**config.mk**
```make
export PLATFORM = sky130hd
export DESIGN_NAME = mlut_unit
export DESIGN_NICKNAME = d
export VERILOG_FILES = /design/src/rtl/mlut_pkg.sv /design/src/rtl/mlut_store.sv /design/src/rtl/mlut_read.sv /design/src/rtl/mlut_outreg.sv /design/src/rtl/mlut_unit.sv
export SDC_FILE = /design/constraint.sdc
export NUM_CORES = 1
export LEC_CHECK = 0
export ABC_AREA = 0
export CAP_MARGIN = 20
export CORE_MARGIN = 5
export CORE_UTILIZATION = 59
export CTS_CLUSTER_DIAMETER = 100
export DETAILED_ROUTE_END_ITERATION = 12
export GPL_TIMING_DRIVEN = 0
export PLACE_DENSITY = 0.86
export SYNTH_ARGS = -nofsm -noshare
export SYNTH_HDL_FRONTEND = slang
export SYNTH_HIERARCHICAL = 1
export SYNTH_SLANG_ARGS = --single-unit
export TNS_END_PERCENT = 50
```
**constraint.sdc**
```tcl
create_clock -name clk -period 9.32 [get_ports clk]
set_input_delay 1.864 -clock clk [delete_from_list [all_inputs] [get_ports clk]]
set_output_delay 1.864 -clock clk [all_outputs]
set_load 0.01 [all_outputs]
```
**src/rtl/mlut_pkg.sv**
```systemverilog
package mlut_pkg;
  localparam int TBL_N    = 4;
  localparam int TBL_AW   = 4;
  localparam int TBL_BITS = 1 << TBL_AW;
  localparam int SEL_W    = $clog2(TBL_N);
  localparam int IN_W     = 14;
  localparam int REG_N    = 4;
  localparam int OUT_W    = REG_N + 1;

  typedef enum logic [1:0] {
    MODE_QUAD = 2'b00,
    MODE_PAIR = 2'b01,
    MODE_WIDE = 2'b10
  } mode_e;
endpackage

```
**src/rtl/mlut_store.sv**
```systemverilog
module mlut_store #(
  parameter int N  = 4,
  parameter int AW = 4
) (
  input  logic                           clk,
  input  logic                           rst,
  input  logic                           wr_en,
  input  logic [$clog2(N)-1:0]           wr_sel,
  input  logic [(1<<AW)-1:0]             wr_data,
  output logic [N-1:0][(1<<AW)-1:0]      tbl
);
  localparam int SW = $clog2(N);

  always_ff @(posedge clk) begin
    if (rst) begin
      tbl <= '0;
    end else if (wr_en) begin
      for (int k = 0; k < N; k++) begin
        if (wr_sel == SW'(k)) tbl[k] <= wr_data;
      end
    end
  end
endmodule

```
**src/rtl/mlut_read.sv**
```systemverilog
module mlut_read #(
  parameter int N  = 4,
  parameter int AW = 4
) (
  input  logic [N-1:0][(1<<AW)-1:0] tbl,
  input  logic [N-1:0][AW-1:0]      addr,
  output logic [N-1:0]              bit_o
);
  for (genvar gi = 0; gi < N; gi++) begin : g_rd
    assign bit_o[gi] = tbl[gi][addr[gi]];
  end
endmodule

```
**src/rtl/mlut_outreg.sv**
```systemverilog
module mlut_outreg #(
  parameter int W = 4
) (
  input  logic         clk,
  input  logic         rst,
  input  logic [W-1:0] d,
  input  logic [W-1:0] sel,
  output logic [W-1:0] q
);
  for (genvar gi = 0; gi < W; gi++) begin : g_ff
    logic held;
    always_ff @(posedge clk) begin
      if (rst) held <= 1'b0;
      else     held <= d[gi];
    end
    assign q[gi] = sel[gi] ? held : d[gi];
  end
endmodule

```
**src/rtl/mlut_unit.sv**
```systemverilog
module mlut_unit
  import mlut_pkg::*;
(
  input  logic                 clk,
  input  logic                 rst,
  input  logic [1:0]           mode,
  input  logic [REG_N-1:0]     reg_sel,
  input  logic [IN_W-1:0]      din,
  input  logic                 cfg_valid,
  output logic                 cfg_ready,
  input  logic [SEL_W-1:0]     cfg_sel,
  input  logic [TBL_BITS-1:0]  cfg_data,
  output logic [OUT_W-1:0]     y
);
  logic                              is_quad;
  logic                              is_wide;
  logic                              wr_en;
  logic [TBL_N-1:0][TBL_BITS-1:0]    tbl;
  logic [TBL_N-1:0][TBL_AW-1:0]      addr;
  logic [TBL_N-1:0]                  f;
  logic                              half_lo;
  logic                              half_hi;
  logic [OUT_W-1:0]                  y_comb;
  logic [REG_N-1:0]                  y_low;

  assign is_quad   = (mode == MODE_QUAD);
  assign is_wide   = mode[1];
  assign cfg_ready = ~rst;
  assign wr_en     = cfg_valid & cfg_ready;

  mlut_store #(.N(TBL_N), .AW(TBL_AW)) u_store (
    .clk     (clk),
    .rst     (rst),
    .wr_en   (wr_en),
    .wr_sel  (cfg_sel),
    .wr_data (cfg_data),
    .tbl     (tbl)
  );

  always_comb begin
    if (is_quad) begin
      addr[0] = din[3:0];
      addr[1] = din[7:4];
      addr[2] = din[11:8];
      addr[3] = {din[13:12], din[1:0]};
    end else begin
      addr[0] = din[3:0];
      addr[1] = din[3:0];
      addr[2] = din[8:5];
      addr[3] = din[8:5];
    end
  end

  mlut_read #(.N(TBL_N), .AW(TBL_AW)) u_read (
    .tbl   (tbl),
    .addr  (addr),
    .bit_o (f)
  );

  assign half_lo = din[4] ? f[1] : f[0];
  assign half_hi = din[9] ? f[3] : f[2];

  always_comb begin
    y_comb[2:0] = f[2:0];
    y_comb[3]   = is_quad ? f[3] : half_hi;
    if (is_quad)      y_comb[4] = 1'b0;
    else if (is_wide) y_comb[4] = din[10] ? half_hi : half_lo;
    else              y_comb[4] = half_lo;
  end

  mlut_outreg #(.W(REG_N)) u_oreg (
    .clk (clk),
    .rst (rst),
    .d   (y_comb[REG_N-1:0]),
    .sel (reg_sel),
    .q   (y_low)
  );

  assign y = {y_comb[OUT_W-1], y_low};
endmodule

```
After elaboration in Yosys (flattened, before gate mapping)
Cells that the tools add are included.
{"block": "totals", "ff_bits": 68, "latch_bits": 0, "mem_bits_rw": 0, "mem_bits_ro": 0, "input_bits": 41, "out_inout_bits": 6, "word_cells": 42, "n_memories": 0}
{"block": "classes", "addsub": 0, "mul": 0, "n_div": 0, "magnitude_cmp": 4, "eq_ne": 3, "n_shift": 0, "muxes": 19, "bitwise": 2, "n_reduce_logical": 6}
{"op": "< comparator 4 x 5 -> 1 bit (second input constant)", "n": 4}
{"op": "binary-select mux 1 bit (select 4 bit)", "n": 4}
{"op": "two-way mux 16 bit", "n": 1}
{"op": "two-way mux 1 bit", "n": 14}
{"op": "AND reduction 2 bit", "n": 4}
{"op": "equality test 2 bit (second input constant)", "n": 2}
{"op": "zero test 2 bit", "n": 2}
{"op": "equality test 2 x 1 -> 1 bit (second input constant)", "n": 1}
{"op": "bitwise AND 1 bit", "n": 1}
{"op": "NOT 1 bit", "n": 1}

Depth between registers and ports, before layout
{"block": "depth", "depth_word": 8, "depth_mapped": 11}

Cells and area by module
The synthesis kept the hierarchy.
{"module": "mlut_store", "instances": 1, "cells_per_inst": 229, "area_each_um2": 2549.9}
{"module": "mlut_read", "instances": 1, "cells_per_inst": 28, "area_each_um2": 540.5}
{"module": "mlut_unit", "instances": 1, "cells_per_inst": 46, "area_each_um2": 221.5}
{"module": "mlut_outreg", "instances": 1, "cells_per_inst": 12, "area_each_um2": 165.2}

Worst setup path after synthesis
OpenSTA, ideal clock, no wires.
{"block": "synth_timing", "path_type": "input-to-output", "start": "input mode[1]", "end": "output y[4]", "arrival_time_ns": 3.737, "required_ns": 7.456, "path_slack_ns": 3.719, "stages": 11, "n_path_buf": 2, "cell_sequence": "nor2_1 buf_4 nand2_1 nand2_1 mux4_1 mux2i_1 mux2i_1 mux2i_1 mux2i_1 a21o_2 buf_4"}
{"item": "start: declaration", "line": "mlut_unit.sv:6", "rtl": "input logic [1:0] mode,"}
{"item": "end: declaration", "line": "mlut_unit.sv:13", "rtl": "output logic [OUT_W-1:0] y"}

==> metrics.cfg <==
[status]
outcome = finished, final reports clean

[floorplan]
dieWidth_um = 86.77
core_sq_mm = 0.005816
boundaryPins = 47
fp.dieH_um = 86.77
die_area_sq_mm = 0.007529
start_util = 0.5979
rows = 28

[logic_synthesis]
ys_types = 21
ys_seq_elements = 68
synth_top_area_cell = dfxtp_1
syn_area_sq_mm = 0.003477
seq_area_frac_synth = 0.3915
synth_edf_count = 0
syn_inst = 315
ys.flop_type = dfxtp_1
async_reset_ff_frac = 0
avgSynthCellArea_sq_um = 11.04
syn-num-nets = 356
yosys-top-cells-area = dfxtp_1 (39%), mux2i_1 (23%), nand2b_1 (14%)
synth_top_area_share = 0.3915
yosys_warnings = 6

[final_layout]
final_cell_mix = nand2b_1 (80), mux2i_1 (79), dfxtp_1 (68), clkdlybuf4s50_1 (46), nand2_1 (32)
multi_input_area_sq_mm = 0.002009
layout_commonest_cell = nand2b_1
syn_to_final_growth_pct = 22.20
nNetsFinal = 413
regArea_sq_mm = 0.001361
instances_no_fill = 452
drive_gt1_frac = 0.08223
filler_cell_count = 448
antenna_cells = 0

[setup_path]
critPathKind = in2out
endpoint_kind = output port
arrival_ns = 5.09
start_kind = input port
worstPathRequired_ns = 7.46
path_max_fanout = 10

[clock_tree]
cts.sinks = 68
post_cts_buffers = 0
clk_latency_ns = 0.34
path_clk_slew_ns = 0.07
htree_levels = 3
cts_hold_buf = 0
cts_tree = yes
cts_buffers = 9
cts-root-buf = clkbuf_8
cts_resized = 0
clk_path_buf_depth = 2

[global_route]
gr-total-overflow = 0
grt_pass1_vias = 2589
grt_pass1_wl_um = 13010
antenna_found_initial = 0
grt_max_degree = 15
gr-usage-all-layers = 0.2320

[sta]
setup_slack_ns = 2.370
slew_headroom = 0.5828
finalClockSkew_ns = 0.009667
whs_ns = 0.4714
fmax_mhz = 143.9
post-route-min-period_ns = 6.950
final_max_slew_viol_count = 0
tightest_slew_ns = 0.6239
finalSetupViolCount = 0
setup_tns_ns = 0
hold_violations = 0
fin_crit_sh = 0.7457
rsz0062_at_grt = no

[power_and_ir_drop]
vdd_drop_max_mv = 0.09661
p_per_area_mw_per_mm2 = 151.3
p_leak_nw = 1.970

[placed_design]
placedCellCount = 436
hpwl_um = 6058
io_buffer_count = 46
post-place-ws_ns = 2.422
place_congestion = 0.7852

[drt]
routed-via-count = 2464
first_pass_iters = 4
wire_per_inst_um = 18.08
ant_nets = 0
viasPerCell = 5.451
drc = 0
wirelength_um = 8170
drt-initial-drc-count = 111

[run]
cap_violations = 0

[worst_hold_path]
hold_path.class = reg2reg

-- layer usage --
layer / part of all wire / up-vias / global-route usage
met3: 0.049 / 10 / 0.05228
met4: 0.017 / 0 / 0.07649
met5: 0 / - / 0
met2: 0.48 / 57 / 0.3887
li1: - / 1220 / -
met1: 0.46 / 1177 / 0.2961
-- cell usage after synthesis (2+ instances only) --
| library cell | number |
|---|---|
| mux4_1 | 16 |
| buf_4 | 4 |
| clkbuf_1 | 8 |
| nand2_1 | 32 |
| buf_6 | 2 |
| nor2_1 | 2 |
| nand2b_1 | 80 |
| buf_2 | 4 |
| dfxtp_1 | 68 |
| nor2b_1 | 5 |
| nor3b_1 | 2 |
| mux2i_1 | 79 |
| nand3b_1 | 2 |
| mux2_4 | 4 |
-- cells by family (layout without fill, tap and decap cells) --
group                  Yosys count  after routing  share of synthesized area
AO/OA/AOI/OAI                    2              2                   0.003957
buffers and inverters           19             81                    0.03059
flip-flops                      68             68                     0.3915
multiplexers                    99             99                     0.3656
AND/OR/NAND/NOR                127            127                     0.2083
-- stage by stage --
stage / util / power [mW] / instance area (sq um)
CTS: 0.7306 / 0.6477 / 4249
global route: 0.7306 / 0.6677 / 4249
finish: 0.7306 / 0.6429 / 4249
detailed placement: 0.6932 / 0.3837 / 4031
floorplan: - / 0.3485 / 3477
global placement: 0.6932 / 0.3822 / 4031
-- power by group --
part | internal, mW | switching (mW) | leakage, nW
clock network | 0.158 | 0.107 | 0.107
registers | 0.297 | 0.00306 | 0.550
logic | 0.0425 | 0.0354 | 1.31
-- critical path: stages --
cell             delay, ns
clkdlybuf4s50_1       0.46
nor2_1                0.20
buf_4                 0.20
nand2_1               0.06
nand2_1               0.23
mux4_1                0.67
mux2i_1               0.18
mux2i_1               0.13
mux2i_1               0.19
mux2i_1               0.10
a21o_2                0.21
buf_4                 0.12
clkdlybuf4s50_1       0.46
-- flip-flops by register name, summed over array words and instances (netlist names) --
register          count
u_oreg/g_ff.held      4
u_store/tbl          64
-- path summary, 6_finish.rpt --
path                   start                   to  slack [ns]  depth (start not counted)
max                  mode[1]                 y[4]        2.37                         13
min          u_store/tbl[57]      u_store/tbl[57]        0.47                          2
max reg2reg  u_store/tbl[45]  u_oreg/g_ff[3].held        7.55                          6
min reg2reg  u_store/tbl[57]      u_store/tbl[57]        0.47                          2
-- area by class of cell --
class	count	area share
plain buffers	18	0.02415
flip-flops and latches	68	0.3204
clock buffers	12	0.03416
multi-input cells	228	0.4729
repair buffers	46	0.1084
clock inverters	4	0.01708
inverters	1	0.0008834
well taps	75	0.02208
No activity file was read; power rests on OpenSTA's default activity.
